`src/rtl/hwIntPkg.sv`:
```
package hwIntPkg;
  localparam logic [7:0] ADDR_STS1   = 8'h41;
  localparam logic [7:0] ADDR_STS2   = 8'h42;
  localparam logic [7:0] ADDR_TEMPEN = 8'h78;
  localparam logic [7:0] ADDR_SFR    = 8'h7C;
  localparam logic [7:0] ADDR_FANGRP = 8'h80;
  localparam logic [7:0] ADDR_FANIND = 8'h81;

  localparam int SFR_SEL_BIT   = 0;
  localparam int SFR_GLOB_BIT  = 2;
  localparam int TEMP_GRP_BIT  = 7;
  localparam int FAN_GRP_BIT   = 0;

  typedef enum logic [2:0] {
    SEL_NONE, SEL_STS1, SEL_STS2, SEL_TEMP, SEL_SFR, SEL_FGRP, SEL_FIND
  } rdSel_e;

  typedef struct packed {
    logic   wrTemp;
    logic   wrSfr;
    logic   wrFanGrp;
    logic   wrFanInd;
    logic   rdEn;
    rdSel_e rdSel;
    logic   clrS1;
    logic   clrS2;
  } ctrlStrobes_t;
endpackage

```
`src/rtl/hwIntCtrl.sv`:
```
module hwIntCtrl
  import hwIntPkg::*;
(
  input  logic         clk,
  input  logic         rstN,
  input  logic         rdStb,
  input  logic         wrStb,
  input  logic [7:0]   addr,
  output ctrlStrobes_t st
);
  rdSel_e sel;
  logic   clrS1Q;
  logic   clrS2Q;

  always_comb begin
    case (addr)
      ADDR_STS1:   sel = SEL_STS1;
      ADDR_STS2:   sel = SEL_STS2;
      ADDR_TEMPEN: sel = SEL_TEMP;
      ADDR_SFR:    sel = SEL_SFR;
      ADDR_FANGRP: sel = SEL_FGRP;
      ADDR_FANIND: sel = SEL_FIND;
      default:     sel = SEL_NONE;
    endcase
  end

  // Clear strobes trail the read capture by one cycle
  always_ff @(posedge clk or negedge rstN) begin
    if (!rstN) begin
      clrS1Q <= 1'b0;
      clrS2Q <= 1'b0;
    end else begin
      clrS1Q <= rdStb && (sel == SEL_STS1);
      clrS2Q <= rdStb && (sel == SEL_STS2);
    end
  end

  always_comb begin
    st.wrTemp   = wrStb && (sel == SEL_TEMP);
    st.wrSfr    = wrStb && (sel == SEL_SFR);
    st.wrFanGrp = wrStb && (sel == SEL_FGRP);
    st.wrFanInd = wrStb && (sel == SEL_FIND);
    st.rdEn     = rdStb;
    st.rdSel    = sel;
    st.clrS1    = clrS1Q;
    st.clrS2    = clrS2Q;
  end
endmodule

```
`src/rtl/hwIntData.sv`:
```
module hwIntData
  import hwIntPkg::*;
#(
  parameter int NUM_REMOTE = 2,
  parameter int NUM_FANS   = 4,
  localparam int S1W = 1 + NUM_REMOTE
)(
  input  logic                  clk,
  input  logic                  rstN,
  input  ctrlStrobes_t          st,
  input  logic                  monitorRun,
  input  logic                  ambErr,
  input  logic [NUM_REMOTE-1:0] remErr,
  input  logic [NUM_REMOTE-1:0] diodeFault,
  input  logic [NUM_FANS-1:0]   fanErr,
  input  logic [7:0]            wrData,
  output logic [7:0]            rdData,
  output logic                  intPinN,
  output logic                  intPinOe,
  output logic                  evtOut
);
  logic [S1W-1:0]      status1;
  logic [NUM_FANS-1:0] status2;
  logic [S1W-1:0]      stim1;
  logic [7:0]          tempEn;
  logic [7:0]          sfr;
  logic [7:0]          fanGrp;
  logic [7:0]          fanInd;
  logic [7:0]          rdMux;
  logic [S1W-1:0]      clrMask1;
  logic [NUM_FANS-1:0] clrMask2;
  logic                tempHit;
  logic                fanHit;

  // A diode fault forces a fault reading, which trips that diode's limit
  assign stim1 = {remErr | diodeFault, ambErr};

  assign clrMask1 = st.clrS1 ? rdData[S1W-1:0]      : '0;
  assign clrMask2 = st.clrS2 ? rdData[NUM_FANS-1:0] : '0;

  always_comb begin
    rdMux = '0;
    case (st.rdSel)
      SEL_STS1: rdMux[S1W-1:0]      = status1;
      SEL_STS2: rdMux[NUM_FANS-1:0] = status2;
      SEL_TEMP: rdMux = tempEn;
      SEL_SFR:  rdMux = sfr;
      SEL_FGRP: rdMux = fanGrp;
      SEL_FIND: rdMux = fanInd;
      default:  rdMux = '0;
    endcase
  end

  always_ff @(posedge clk or negedge rstN) begin
    if (!rstN) begin
      status1 <= '0;
      status2 <= '0;
      tempEn  <= '0;
      sfr     <= '0;
      fanGrp  <= '0;
      fanInd  <= '0;
      rdData  <= '0;
    end else begin
      status1 <= (status1 & ~clrMask1) | stim1;
      status2 <= (status2 & ~clrMask2) | fanErr;
      if (st.wrTemp)   tempEn <= wrData;
      if (st.wrSfr)    sfr    <= wrData;
      if (st.wrFanGrp) fanGrp <= wrData;
      if (st.wrFanInd) fanInd <= wrData;
      if (st.rdEn)     rdData <= rdMux;
    end
  end

  assign tempHit  = (|(status1 & tempEn[S1W-1:0])) && tempEn[TEMP_GRP_BIT];
  assign fanHit   = (|(status2 & fanInd[NUM_FANS-1:0])) && fanGrp[FAN_GRP_BIT];
  assign evtOut   = tempHit || fanHit;
  assign intPinOe = sfr[SFR_SEL_BIT] && sfr[SFR_GLOB_BIT];
  assign intPinN  = !(intPinOe && monitorRun && evtOut);
endmodule

```
`src/rtl/hwIntAgg.sv`:
```
module hwIntAgg
  import hwIntPkg::*;
#(
  parameter int NUM_REMOTE = 2,
  parameter int NUM_FANS   = 4
)(
  input  logic                  clk,
  input  logic                  rstN,
  input  logic                  monitorRun,
  input  logic                  ambErr,
  input  logic [NUM_REMOTE-1:0] remErr,
  input  logic [NUM_REMOTE-1:0] diodeFault,
  input  logic [NUM_FANS-1:0]   fanErr,
  input  logic                  rdStb,
  input  logic                  wrStb,
  input  logic [7:0]            addr,
  input  logic [7:0]            wrData,
  output logic [7:0]            rdData,
  output logic                  intPinN,
  output logic                  intPinOe,
  output logic                  pmeEvt,
  output logic                  smiEvt
);
  ctrlStrobes_t st;
  logic         evt;

  hwIntCtrl uCtrl (
    .clk(clk), .rstN(rstN), .rdStb(rdStb), .wrStb(wrStb), .addr(addr), .st(st)
  );

  hwIntData #(.NUM_REMOTE(NUM_REMOTE), .NUM_FANS(NUM_FANS)) uData (
    .clk(clk), .rstN(rstN), .st(st), .monitorRun(monitorRun),
    .ambErr(ambErr), .remErr(remErr), .diodeFault(diodeFault), .fanErr(fanErr),
    .wrData(wrData), .rdData(rdData), .intPinN(intPinN), .intPinOe(intPinOe),
    .evtOut(evt)
  );

  assign pmeEvt = evt;
  assign smiEvt = evt;
endmodule

```
`config.mk`:
```
export PLATFORM = sky130hd
export DESIGN_NAME = hwIntAgg
export DESIGN_NICKNAME = d
export VERILOG_FILES = /design/src/rtl/hwIntPkg.sv /design/src/rtl/hwIntCtrl.sv /design/src/rtl/hwIntData.sv /design/src/rtl/hwIntAgg.sv
export SDC_FILE = /design/constraint.sdc
export NUM_CORES = 1
export LEC_CHECK = 0
export ABC_AREA = 1
export BUFFER_PORTS_ARGS = -buffer_cell sky130_fd_sc_hd__buf_4
export CELL_PAD_IN_SITES_DETAIL_PLACEMENT = 1
export CELL_PAD_IN_SITES_GLOBAL_PLACEMENT = 1
export CORE_MARGIN = 4
export CORE_UTILIZATION = 46
export DETAILED_ROUTE_END_ITERATION = 10
export GPL_TIMING_DRIVEN = 1
export PLACE_DENSITY_LB_ADDON = 0.2
export SYNTH_ARGS = -nofsm -noshare
export SYNTH_HDL_FRONTEND = slang
export SYNTH_SLANG_ARGS = --single-unit
```
`constraint.sdc`:
```
create_clock -name clk -period 1.9 [get_ports clk]
set_input_delay 0.38 -clock clk [delete_from_list [all_inputs] [get_ports clk]]
set_output_delay 0.38 -clock clk [all_outputs]
set_load 0.03 [all_outputs]
```
==> results of run 1 <==
-- power breakdown --
| group | internal, mW | switching, mW |
|---|---|---|
| registers | 1.10 | 0.0400 |
| logic | 0.112 | 0.155 |
| clock network | 0.296 | 0.361 |
| total | 1.51 | 0.556 |
-- cell usage in the layout (no fill, tap or decap), drive strengths merged --
master,count
nand2,82
dfrtp,49
buf,44
nand3,37
nor2,28
o21a,23
inv,23
o21ai,10
a21oi,6
clkbuf,6
a21o,4
nand4,4
a22o,2
clkinv,2
or3,1
or2,1
a211o,1
a31oi,1
-- state kept, by name (all words and copies together), names as in the netlist --
register,cells
uData.status2,4
uData.status1,3
uCtrl.clrS1Q,1
uData.fanInd,8
uData.tempEn,8
uData.fanGrp,8
uData.rdData,8
uCtrl.clrS2Q,1
uData.sfr,8
-- Yosys cell counts --
cell type   n
buf_4       2
buf_2       1
nand4_1     4
inv_1      16
a211o_1     1
a22o_1      2
a21oi_1     6
dfrtp_1    49
nor2_8      9
nand3_1    36
buf_6       2
buf_8       2
or2_2       1
or3_1       1
o21ai_0     1
nand2_2     7
a31oi_1     1
a21o_1      4
nand3_2     1
nor2_2      1
nand2_4     5
nor2_1     18
inv_2       7
clkbuf_1    1
nand2_1    70
o21ai_1     9
o21a_1     23
-- worst paths after layout --
| check | from | endpoint | slack (ps) | cells past startpoint |
|---|---|---|---|---|
| max | uData.fanInd[1] | intPinN | 40 | 5 |
| min | rstN | uData.status1[0] | 80 | 1 |
| max reg2reg | uData.status1[1] | uData.status1[1] | 950 | 3 |
| min reg2reg | uData.rdData[7] | uData.rdData[7] | 490 | 2 |
| max in group asynchronous | rstN | uData.fanInd[2] | 1370 | 1 |
| min in group clk | fanErr[0] | uData.status2[0] | 250 | 2 |
-- repair_timing --
action	in CTS	in global routing
setup endpoints to repair	1	1
gates resized for setup	1	0
pin swaps	0	1
setup buffers	0	1
-- worst max-delay path, stage by stage, from the launching register on --
cell	delay [ps]
dfrtp_1	400
a22o_1	240
o21ai_1	180
nand2_1	140
nand2_1	80
buf_4	150
-- cell type report --
type	count	area, um2	area share, %
tap	70	87.58	2.933
clock buffer	6	82.58	2.765
multi-input combinational	200	1160	38.84
sequential	49	1226	41.06
clock inverter	2	13.76	0.4608
inverter	23	86.33	2.891
timing repair buffer	44	330.3	11.06
-- cell families after synthesis --
group                  after synthesis  synth area share (%)
flip-flops                          49                 48.11
AND/OR/NAND/NOR                    153                 33.14
buffers and inverters               31                 6.382
AO/OA/AOI/OAI                       47                 12.37
-- metrics by stage --
stage	TNS (ps)	worst slack [ps]	util, %	area [um2]	power (mW)
floorplan	0	257.8	-	2549	1.304
global placement	0	330.5	55.04	2883	1.417
detailed placement	0	324.1	55.04	2883	1.429
CTS	0	59.49	56.88	2979	2.087
global route	-4.547	-4.547	57.02	2987	2.157
finish	0	38.69	57.02	2987	2.063
-- routing by layer --
layer  global-route usage, %  wire, um
met1                   27.60      2921
met2                   36.22      3109
met3                   4.013       238
met4                   4.651        55
met5                       0         0
==> metrics, run 1 <==
run status completed; cell at the root of the clock tree clkbuf_8; number of synthesized register bits 49; clock buffer count from CTS 5; final std cells w/o fill 394; fraction of the cycle the final worst path needs 97.96%; Via Count 2,072; grt ovf 0; Power per Cell Area 690.6 nW/um2; Pleak 1.580 nW; ratio of cells with drive above 1 in the final layout 25.62%; fill cell total of the finished layout 648; count of input and output buffers 41; Initial Utilization 48.66%; iteration-0 DRC count of the detailed router 151; critical path type flip-flop to output pin; max-slew violation count 0; via count of the first global-routing pass 2,169; Critical Path RT 1520 ps; worst hold slack 79.85 ps; Final Hold Viols 0; timing-limited maximum frequency 537.3 MHz; total instance count after detailed placement 385; syn nets 310; count of distinct cell types in the synthesized netlist 27; Detail Route Antenna Nets 0; synthesized area per cell 9.102 um2; largest clock skew in the final design 5.981 ps; maximum buffer depth of the clock tree 2; number of rows created at floorplan 26; antenna cells 0; drt wl/cell 16.05 um; final routed DRC violation total 0; antenna violations before repair 0; Critical Path End Type output pin; area fraction of the dominant cell type after synthesis 48.11%; max-cap check violation count 0; number of detailed-route iterations in the first pass 4; cts-stage hold buffer count 0; Clock Pin Slew Worst Setup and Hold Paths 90 ps; final wirelength 6.325 mm; Synth warnings 0; Layout Nets 353; die outline area 6796 um2; die outline height 82.44 um; post-synthesis instance area 2549 um2; worst min-delay path class primary input to async pin; worst relative slew slack 57.74%; Finish-stage setup viols 0; largest cells by area after synthesis dfrtp_1 (48%), nand2_1 (10%), nand3_1 (7.1%), nor2_8 (7.1%), o21a_1 (6.8%); maximum number of pins on one net before global-route repair 50; instance count of the mapped netlist 280; CP startpoint kind flip-flop; core box area 5238 um2; detailed-route vias per instance 5.259; clock tree from TritonCTS done; final estimated routing congestion in global placement 0.7921; Synth area leader dfrtp_1; gr usage total 21.11%; H-tree depth 2; transition time of the tightest slew-check pin 633.9 ps; signal arrival time at the worst endpoint 1480 ps; total half-perimeter wirelength after legalization and detailed placement 4.822 mm; area growth from synthesis to layout 17.18%; worst-path fanout max 3; Worst-Skew Late Latency 300 ps; total clock sinks 49; maximum resistive drop on vdd 315.7 uV; shortest period the worst path allows 1861 ps; horizontal extent of the die 82.44 um; first-pass GRT wire length 10.75 mm; Seq/Total Area, Yosys 48.11%; top-level I/O count 42
Note: power is estimated with default switching activity, not from simulation.
==> run 2: changes to the inputs <==
Settings changed: ABC_AREA 1 to unset, CORE_UTILIZATION 46 to 48.
==> run 2 against run 1 <==
  * Cell count decreased by 23%
  * Clock power increased by 15%
  * Wire length down 1.4%
  * Sequential share of layout area grew 0.88 points
  * Worst setup slack worse by 22 ps
  * Combinational power decreased by 3%
  * Die area shrank 8.6%
  * Critical path type unchanged
  * Synthesized cell count is 34% lower
  * Sequential power barely moved
==> metrics, run 2 <==
run status completed; aggregate negative setup slack 0 ps; Pleak 1.393 nW; EDFF count, synth 0; Via Count 1,731; post-synthesis instance area 2407 um2; Synth warnings 0; worst hold slack 74.87 ps; die outline height 78.82 um; worst-path fanout max 3; top-level I/O count 42; Detail Route Antenna Nets 0; maximum number of pins on one net before global-route repair 50; share of flip-flops with an asynchronous set or reset after synthesis 100.0%; final routed DRC violation total 0; H-tree depth 2; Layout Nets 265; ratio of cells with drive above 1 in the final layout 44.49%; detailed-route vias per instance 5.713; clock tree from TritonCTS done; first-pass GRT wire length 10.26 mm; Initial Utilization 50.30%; worst min-delay path class primary input to async pin; fraction of the core area covered by cells at the end of the flow 61.10%; commonest non-fill, non-tap cells in the layout buf_4 (49), dfrtp_1 (49), mux2_2 (25); Post-Place Worst Slack -43.03 ps; max-cap check violation count 0; area fraction of the dominant cell type after synthesis 50.94%; finished layout cell area 2924 um2; count of input and output buffers 41; setup repair after global routing missed its margin true; critical path type flip-flop to output pin; Critical Path RT 1520 ps; instance count of the mapped netlist 184; Critical Path End Type output pin; largest clock skew in the final design 6.732 ps; signal arrival time at the worst endpoint 1500 ps; placed instance area 2801 um2; core box area 4786 um2; gr usage total 21.83%; antenna violations before repair 0; cell at the root of the clock tree clkbuf_8; Finish-stage setup viols 0; Clock Pin Slew Worst Setup and Hold Paths 90 ps; maximum buffer depth of the clock tree 2; clock buffer count from CTS 5; flip-flop cell with the highest count after synthesis dfrtp_1; final wirelength 6.235 mm; most common library cells after synthesis dfrtp_1 (49), mux2_2 (25), mux2_4 (13); shortest period the worst path allows 1883 ps; drt wl/cell 20.58 um; maximum resistive drop on vdd 540.4 uV; transition time of the tightest slew-check pin 615.3 ps; count of distinct cell types in the synthesized netlist 38; syn nets 214; synthesized area per cell 13.08 um2; worst path setup slack after routing 17.17 ps; largest cells by area after synthesis dfrtp_1 (51%), mux2_2 (12%), mux2_4 (8.1%), a222oi_1 (2.1%), nor3_4 (2.0%); Worst-Skew Late Latency 310 ps; iteration-0 DRC count of the detailed router 128; timing-limited maximum frequency 531.1 MHz; area growth from synthesis to layout 21.47%; die outline area 6213 um2; number of detailed-route iterations in the first pass 5; Power per Cell Area 727.4 nW/um2; worst relative slew slack 58.98%; Synth area leader dfrtp_1; final estimated routing congestion in global placement 0.8878; CP startpoint kind flip-flop; via count of the first global-routing pass 1,849; max-slew violation count 0; Final Hold Viols 0; antenna cells 0; horizontal extent of the die 78.82 um; cts-stage hold buffer count 0; number of synthesized register bits 49; grt ovf 0; number of rows created at floorplan 25; most frequently used cell type in the post-synthesis netlist dfrtp_1; total half-perimeter wirelength after legalization and detailed placement 4.481 mm; fraction of the cycle the final worst path needs 99.10%; total clock sinks 49; Seq/Total Area, Yosys 50.94%
==> run 2: cell types whose count changed in the layout (fill, tap and decap cells not counted), moves of 5 or more <==
cell and delta:
nor3_1 +5, nand2_2 -7, nor2_1 -12, o21a_1 -23, buf_4 +5, nand2_1 -61, o21ai_1 -8, a222oi_1 +5
mux2_2 +25, mux2_4 +13, inv_2 -7, nand3_1 -33, nor2_8 -8, inv_1 -8
==> run 2: worst max-delay path, cell delays in order (launching register included) <==
cell	delay, ps
dfrtp_1	440
a222oi_1	330
o21ai_1	170
nand3_1	110
buf_6	130
==> run 2: kinds of logic (layout without fill, tap and decap cells) <==
group	Yosys count	after routing	share of synthesized area (%)
DFF	49	49	50.94
buffers and inverters	14	66	3.639
AOI/OAI and AO/OA	34	34	10.45
muxes	42	42	21.47
and+or+nand+nor	45	45	13.51
==> run 2: what timing repair did <==
| item | CTS | global route |
|---|---|---|
| resized for setup | 1 | 1 |
| hold endpoints to repair | 0 | 0 |
| endpoints found under the setup margin | 3 | 3 |
| setup buffers | 1 | 0 |
| pin swaps | 0 | 3 |
==> run 2: path summary, 6_finish.rpt <==
path                                   from               end  slack (ps)  depth (start not counted)
max                        uData.status1[2]           intPinN          20                          4
min                                    rstN  uData.status1[0]          70                          1
max reg2reg                 uData.fanInd[5]   uData.rdData[5]         450                          3
min reg2reg                 uData.fanGrp[4]   uData.fanGrp[4]         520                          1
max in group asynchronous              rstN   uData.fanInd[5]        1400                          1
min in group clk                  fanErr[2]  uData.status2[2]         240                          2
==> run 2: metrics by stage <==
step	std cells	power [mW]
2_1_floorplan	184	1.253
3_3_place_gp	294	1.375
3_5_place_dp	294	1.388
4_1_cts	303	2.139
5_1_grt	303	2.211
6_report	303	2.127
==> run 2: cell type report <==
cell class                      count  area [um2]
Fill cell                         505        1862
Sequential cell                    49        1226
Multi-Input combinational cell    121        1094
Timing Repair Buffer               50       379.1
Tap cell                           67       83.83
Clock buffer                        6       72.57
Clock inverter                      2       38.79
Inverter                            8       30.03
==> run 2: report_power, final <==
group,leakage (nW),switching (mW),total [mW],internal [mW]
combinational,0.706,0.136,0.260,0.123
sequential,0.632,0.0292,1.11,1.08
clock,0.0554,0.361,0.757,0.396
==> run 2: routing by layer <==
metal	GRT usage [%]	vias to the layer above	wire [um]
met4	6.186	0	102
met1	29.79	879	2840
met3	4.195	11	322
met5	0	-	0
met2	35.65	54	2970
li1	-	787	-
